--- config.mk ---
export PLATFORM = sky130hd
export DESIGN_NAME = serstat_reg
export DESIGN_NICKNAME = d
export VERILOG_FILES = /design/src/rtl/serstat_pkg.sv /design/src/rtl/serstat_flag_cell.sv /design/src/rtl/serstat_evt_decode.sv /design/src/rtl/serstat_reg.sv
export SDC_FILE = /design/constraint.sdc
export NUM_CORES = 1
export LEC_CHECK = 0
export ABC_AREA = 1
export CORE_AREA = 5 5 42 44
export CTS_CLUSTER_DIAMETER = 30
export DETAILED_ROUTE_END_ITERATION = 16
export DIE_AREA = 0 0 47 49
export MAX_ROUTING_LAYER = met4
export PLACE_DENSITY = 0.78
export SLEW_MARGIN = 20
export SYNTH_ARGS = -nofsm -noshare
export SYNTH_HDL_FRONTEND = slang
export SYNTH_HIERARCHICAL = 1
export SYNTH_SLANG_ARGS = --single-unit
--- constraint.sdc ---
create_clock -name clk -period 1.2 [get_ports clk]
set_input_delay 0.24 -clock clk [delete_from_list [all_inputs] [get_ports clk]]
set_output_delay 0.24 -clock clk [all_outputs]
set_load 0.005 [all_outputs]
--- src/rtl/serstat_pkg.sv ---
package serstat_pkg;
   localparam int NUM_FLAGS = 3;

   typedef enum int unsigned {
      FLG_TXE = 0,
      FLG_RXF = 1,
      FLG_OVR = 2
   } flag_idx_e;

   typedef logic [NUM_FLAGS-1:0] flag_vec_t;
endpackage

--- src/rtl/serstat_flag_cell.sv ---
// One status flag with its own read-as-one arm bit.
module serstat_flag_cell #(
   parameter bit RESET_VAL = 1'b0
) (
   input  logic clk,
   input  logic rst_n,
   input  logic rd_stb,
   input  logic wr_stb,
   input  logic wr_bit,
   input  logic set_evt,
   input  logic dma_clr,
   output logic flag_o
);
   logic flag_q;
   logic arm_q;
   logic cpu_clr;

   assign cpu_clr = wr_stb & ~wr_bit & arm_q;

   always_ff @(posedge clk or negedge rst_n) begin
      if (!rst_n) begin
         flag_q <= RESET_VAL;
      end else if (set_evt) begin
         flag_q <= 1'b1;
      end else if (cpu_clr || dma_clr) begin
         flag_q <= 1'b0;
      end
   end

   always_ff @(posedge clk or negedge rst_n) begin
      if (!rst_n) begin
         arm_q <= 1'b0;
      end else if (rd_stb) begin
         arm_q <= flag_q;
      end else if (wr_stb) begin
         arm_q <= 1'b0;
      end
   end

   assign flag_o = flag_q;

   // a set event always leaves the flag at 1
   assert_set_wins_R10: assert property (@(posedge clk) disable iff (!rst_n)
      set_evt |=> flag_o);

   // writing 1 never drops a flag
   assert_write_one_keeps_R2: assert property (@(posedge clk) disable iff (!rst_n)
      (wr_stb && wr_bit && !dma_clr && flag_o) |=> flag_o);

   // a flag only falls after a write of 0 or a DMA strobe
   assert_fall_needs_clear_R3: assert property (@(posedge clk) disable iff (!rst_n)
      $fell(flag_o) |-> $past((wr_stb && !wr_bit) || dma_clr));
endmodule

--- src/rtl/serstat_evt_decode.sv ---
// Turns datapath and DMA strobes into per-flag set and clear events.
module serstat_evt_decode
   import serstat_pkg::*;
(
   input  logic      te,
   input  logic      re,
   input  logic      tx_load,
   input  logic      rx_done,
   input  logic      dma_tx_wr,
   input  logic      dma_rx_rd,
   input  logic      rx_full_q,
   output flag_vec_t set_o,
   output flag_vec_t dma_clr_o,
   output logic      rdr_load_o
);
   logic rx_accept;

   assign rx_accept = rx_done & re;

   always_comb begin
      set_o              = '0;
      dma_clr_o          = '0;
      set_o[FLG_TXE]     = ~te | tx_load;
      set_o[FLG_RXF]     = rx_accept & ~rx_full_q;
      set_o[FLG_OVR]     = rx_accept & rx_full_q;
      dma_clr_o[FLG_TXE] = dma_tx_wr;
      dma_clr_o[FLG_RXF] = dma_rx_rd;
   end

   assign rdr_load_o = rx_accept & ~rx_full_q;
endmodule

--- src/rtl/serstat_reg.sv ---
module serstat_reg
   import serstat_pkg::*;
#(
   parameter int REG_W   = 8,
   parameter int TXE_POS = 7,
   parameter int RXF_POS = 6,
   parameter int OVR_POS = 5,
   parameter bit IRQ_REG = 1'b0
) (
   input  logic             clk,
   input  logic             rst_n,
   input  logic             rd_en,
   input  logic             wr_en,
   input  logic [REG_W-1:0] wr_data,
   output logic [REG_W-1:0] rd_data,
   input  logic             te,
   input  logic             re,
   input  logic             tie,
   input  logic             rie,
   input  logic             tx_load,
   input  logic             rx_done,
   input  logic             dma_tx_wr,
   input  logic             dma_rx_rd,
   output logic             tx_empty,
   output logic             rx_full,
   output logic             overrun,
   output logic             rdr_load,
   output logic             txi,
   output logic             rxi
);
   localparam int FLAG_POS [NUM_FLAGS] = '{TXE_POS, RXF_POS, OVR_POS};

   if (REG_W < NUM_FLAGS) begin : g_bad_width
      $error("register narrower than the flag count");
   end
   if (TXE_POS >= REG_W || RXF_POS >= REG_W || OVR_POS >= REG_W ||
       TXE_POS < 0 || RXF_POS < 0 || OVR_POS < 0) begin : g_bad_pos
      $error("flag position outside the register");
   end
   if (TXE_POS == RXF_POS || TXE_POS == OVR_POS || RXF_POS == OVR_POS) begin : g_bad_overlap
      $error("flag positions overlap");
   end

   flag_vec_t flags;
   flag_vec_t set_v;
   flag_vec_t dclr_v;
   logic      unused_wr;

   assign unused_wr = ^wr_data;

   serstat_evt_decode u_decode (
      .te         (te),
      .re         (re),
      .tx_load    (tx_load),
      .rx_done    (rx_done),
      .dma_tx_wr  (dma_tx_wr),
      .dma_rx_rd  (dma_rx_rd),
      .rx_full_q  (flags[FLG_RXF]),
      .set_o      (set_v),
      .dma_clr_o  (dclr_v),
      .rdr_load_o (rdr_load)
   );

   for (genvar g = 0; g < NUM_FLAGS; g++) begin : g_flag
      serstat_flag_cell #(
         .RESET_VAL (g == int'(FLG_TXE))
      ) u_cell (
         .clk     (clk),
         .rst_n   (rst_n),
         .rd_stb  (rd_en),
         .wr_stb  (wr_en),
         .wr_bit  (wr_data[FLAG_POS[g]]),
         .set_evt (set_v[g]),
         .dma_clr (dclr_v[g]),
         .flag_o  (flags[g])
      );
   end

   always_comb begin
      rd_data = '0;
      for (int i = 0; i < NUM_FLAGS; i++) begin
         rd_data[FLAG_POS[i]] = flags[i];
      end
   end

   assign tx_empty = flags[FLG_TXE];
   assign rx_full  = flags[FLG_RXF];
   assign overrun  = flags[FLG_OVR];

   if (IRQ_REG) begin : g_irq_reg
      always_ff @(posedge clk or negedge rst_n) begin
         if (!rst_n) begin
            txi <= 1'b0;
            rxi <= 1'b0;
         end else begin
            txi <= flags[FLG_TXE] & tie;
            rxi <= flags[FLG_RXF] & rie;
         end
      end
   end else begin : g_irq_comb
      assign txi = flags[FLG_TXE] & tie;
      assign rxi = flags[FLG_RXF] & rie;
   end

   // transmitter disabled keeps transmit-empty high
   assert_te_low_sets_R5: assert property (@(posedge clk) disable iff (!rst_n)
      !te |=> tx_empty);

   // overrun rises only from an accepted completion while full
   assert_ovr_cause_R8: assert property (@(posedge clk) disable iff (!rst_n)
      $rose(overrun) |-> $past(rx_done && re && rx_full));

   // with the receiver off and no clears, receive flags hold
   assert_re_off_holds_R9: assert property (@(posedge clk) disable iff (!rst_n)
      (!re && !dma_rx_rd && !wr_en) |=> ($stable(rx_full) && $stable(overrun)));

   // no load into the receive data register while it is full
   assert_no_load_when_full_R7: assert property (@(posedge clk) disable iff (!rst_n)
      rx_full |-> !rdr_load);
endmodule

==> impl_metrics.env <==
export IMPL_run_status="finished with violations"
export IMPL_violations="setup timing"
export IMPL_ant_nets=0
export IMPL_hold_ws_ps=226
export IMPL_holdBufCountCts=0
export IMPL_powerDensity_nw_per_um2=909
export IMPL_netSwitchingPower_uw=158
export IMPL_vias=414
export IMPL_ys_top_cells_by_count="19 x nand2_1, 13 x inv_1, 12 x buf_4"
export IMPL_synth_cells=63
export IMPL_syn2layout_area_growth_pct=59.9
export IMPL_async_flop_share_pct=100
export IMPL_rsz0062_at_grt="yes"
export IMPL_cp_start_kind="flip-flop"
export IMPL_grt_pass1_wl_microns=1450
export IMPL_maxCapViolCount=0
export IMPL_final_core_util_pct=48.1
export IMPL_clkSinkCount=6
export IMPL_hold_violations=0
export IMPL_r2r_cells=6
export IMPL_seqCellArea_sq_um=153
export IMPL_dieHeight_microns=49
export IMPL_drc=0
export IMPL_yosysWarnings=6
export IMPL_timing_rr_start="g_flag[1].u_cell/flag_o"
export IMPL_synth_edf_count=0
export IMPL_ir_worst_vdd_uv=614
export IMPL_synth_cell_type_count=9
export IMPL_cts_tree="built"
export IMPL_rrSetupSlack_ps=180
export IMPL_ys_ff_latch=6
export IMPL_dieArea_sq_um=2300
export IMPL_post_dp_hpwl_microns=826
export IMPL_fin_crit_sh_pct=101
export IMPL_holdCritPathClass="input pin to async pin"
export IMPL_fillers=155
export IMPL_clockBufferDepth=2
export IMPL_viasPerCell=3.83
export IMPL_boundaryPins=34
export IMPL_power_frac_comb_pct=28.4
export IMPL_avgSynthCellArea_sq_um=6.69
export IMPL_finalWorstSetupSlack_ps=-10.6
export IMPL_p_seq_share_pct=38.8
export IMPL_power_leakage_nw=0.408
export IMPL_yosysMostFrequentCell="nand2_1"
export IMPL_gp_congestion=0.700
export IMPL_wire_per_inst_microns=9.28
export IMPL_wl_microns=1000
export IMPL_fin_worst_skew_ps=9.31
export IMPL_cp_arrival_ps=970
export IMPL_start_util_pct=30.1
export IMPL_synth_top_area_share_pct=29.7
export IMPL_slew_violations=0
export IMPL_r2r_end="g_flag[1].u_cell/flag_o"
export IMPL_p_clk_share_pct=32.8
export IMPL_path_clk_slew_ps=50
export IMPL_syn_area_sq_um=422
export IMPL_synthFlopType="dfrtp_1"
export IMPL_first_pass_iters=2
export IMPL_numCtsBuffers=3
export IMPL_end_kind="primary output"
export IMPL_synthTopCellsByArea="dfrtp_1 30%, buf_4 21%, nand2_1 17%"
export IMPL_grt_max_degree=7
export IMPL_port_buffers=23
export IMPL_setup_tns_final_ps=-10.6
export IMPL_crit_required_ps=960
export IMPL_n_antenna_cell=0
export IMPL_gr_total_overflow=0
export IMPL_intPower_uw=455
export IMPL_core_sq_um=1400
export IMPL_crit_type="flip-flop to primary output"
export IMPL_fin_nets=113
export IMPL_total_power_uw=613
export IMPL_first_global_vias=349
export IMPL_first_iter_violations=1
export IMPL_period_needed_ps=1210
export IMPL_die_w_microns=47
export IMPL_max_freq_ghz=0.826
export IMPL_clk_insertion_delay_late_ps=250
export IMPL_seq_area_frac_synth_pct=35.9
export IMPL_switching_share_pct=25.8
export IMPL_finalSetupViolCount=1
export IMPL_yosysTopAreaCell="dfrtp_1"
export IMPL_multiInputGateArea_sq_um=154
export IMPL_grtUsageTotal_pct=9.31
export IMPL_root_buffer="clkbuf_4"
export IMPL_antenna_found_initial=0
export IMPL_path_max_fanout=4
export IMPL_rows=14
export IMPL_cts_max_level=1
export IMPL_layout_drive_gt1_share_pct=29.3
-- layout by cell type, fill, tap and decap left out --
cell and n:
clkbuf_4 3, inv_1 13, dfrtp_1 4, buf_4 9
clkbuf_2 1, nor2_4 1, nor2_2 3, buf_6 1
clkbuf_1 1, dfstp_2 1, dlymetal6s2s_1 2, nor2_1 4
dfrtp_2 1, buf_2 7, conb_1 6, nand2_1 19
nand3_1 3, dlygate4sd2_1 1, clkdlybuf4s50_1 12
-- layout make-up --
type,instances,area share [%]
Clock buffer,4,3.90
Tap cell,16,2.97
Timing Repair Buffer,33,40.4
Sequential cell,6,22.6
Multi-Input combinational cell,36,22.8
Inverter,13,7.24
-- flip-flops by register name (all words and copies together), names as in the netlist --
signal / cells
g_flag.u_cell/flag_o: 3
g_flag.u_cell/arm_q: 3
-- worst max path at each step --
stage | to | cells past startpoint | slack (ps) | startpoint
final | txi | 3 | -10 | g_flag[0].u_cell/flag_o
after floorplan | rd_data[7] | 1 | 310 | g_flag[0].u_cell/flag_o
after global placement | rdr_load | 4 | -420 | rx_done
after detailed placement | rdr_load | 4 | -440 | re
after CTS | rdr_load | 4 | -60 | re
after global routing | txi | 3 | -50 | g_flag[0].u_cell/flag_o
-- cell families after synthesis --
family                 synth area share (%)
buffers and inverters                  32.9
other                                  1.78
and+or+nand+nor                        29.4
DFF                                    35.9
-- per-stage QoR --
stage / cells / worst slack [ps] / area [sq um]
after floorplan: 67 / 311 / 437
after global placement: 99 / -424 / 634
after detailed placement: 99 / -445 / 634
after CTS: 108 / -62.4 / 666
after global routing: 108 / -53.9 / 674
final: 108 / -10.6 / 674
-- critical path, stage by stage (launching register included) --
cell and delay (ps):
dfstp_2 540, nand2_1 50, inv_1 40, buf_2 100
-- power by group through the flow --
stage / Combinational [mW] / Clock [mW] / Sequential, mW
2_1_floorplan: 0.0787 / 0 / 0.239
3_3_place_gp: 0.172 / 0 / 0.237
3_5_place_dp: 0.177 / 0 / 0.239
4_1_cts: 0.176 / 0.211 / 0.235
5_1_grt: 0.194 / 0.217 / 0.241
6_report: 0.174 / 0.201 / 0.238
-- what timing repair did --
item,4_1_cts,5_1_grt
gates resized for setup,32,6
buffers inserted,5,0
cloned,0,0
setup endpoints to repair,9,3
pin swaps,3,2
-- layer usage --
layer	track usage [%]	part of all wire, %	vias to the layer above
li1	-	-	218
met1	8.76	37	180
met2	14.7	53	14
met3	4.43	8.3	2
met4	5.53	1.6	0
met5	-	0	-
Note: power is estimated with default switching activity, not from simulation.
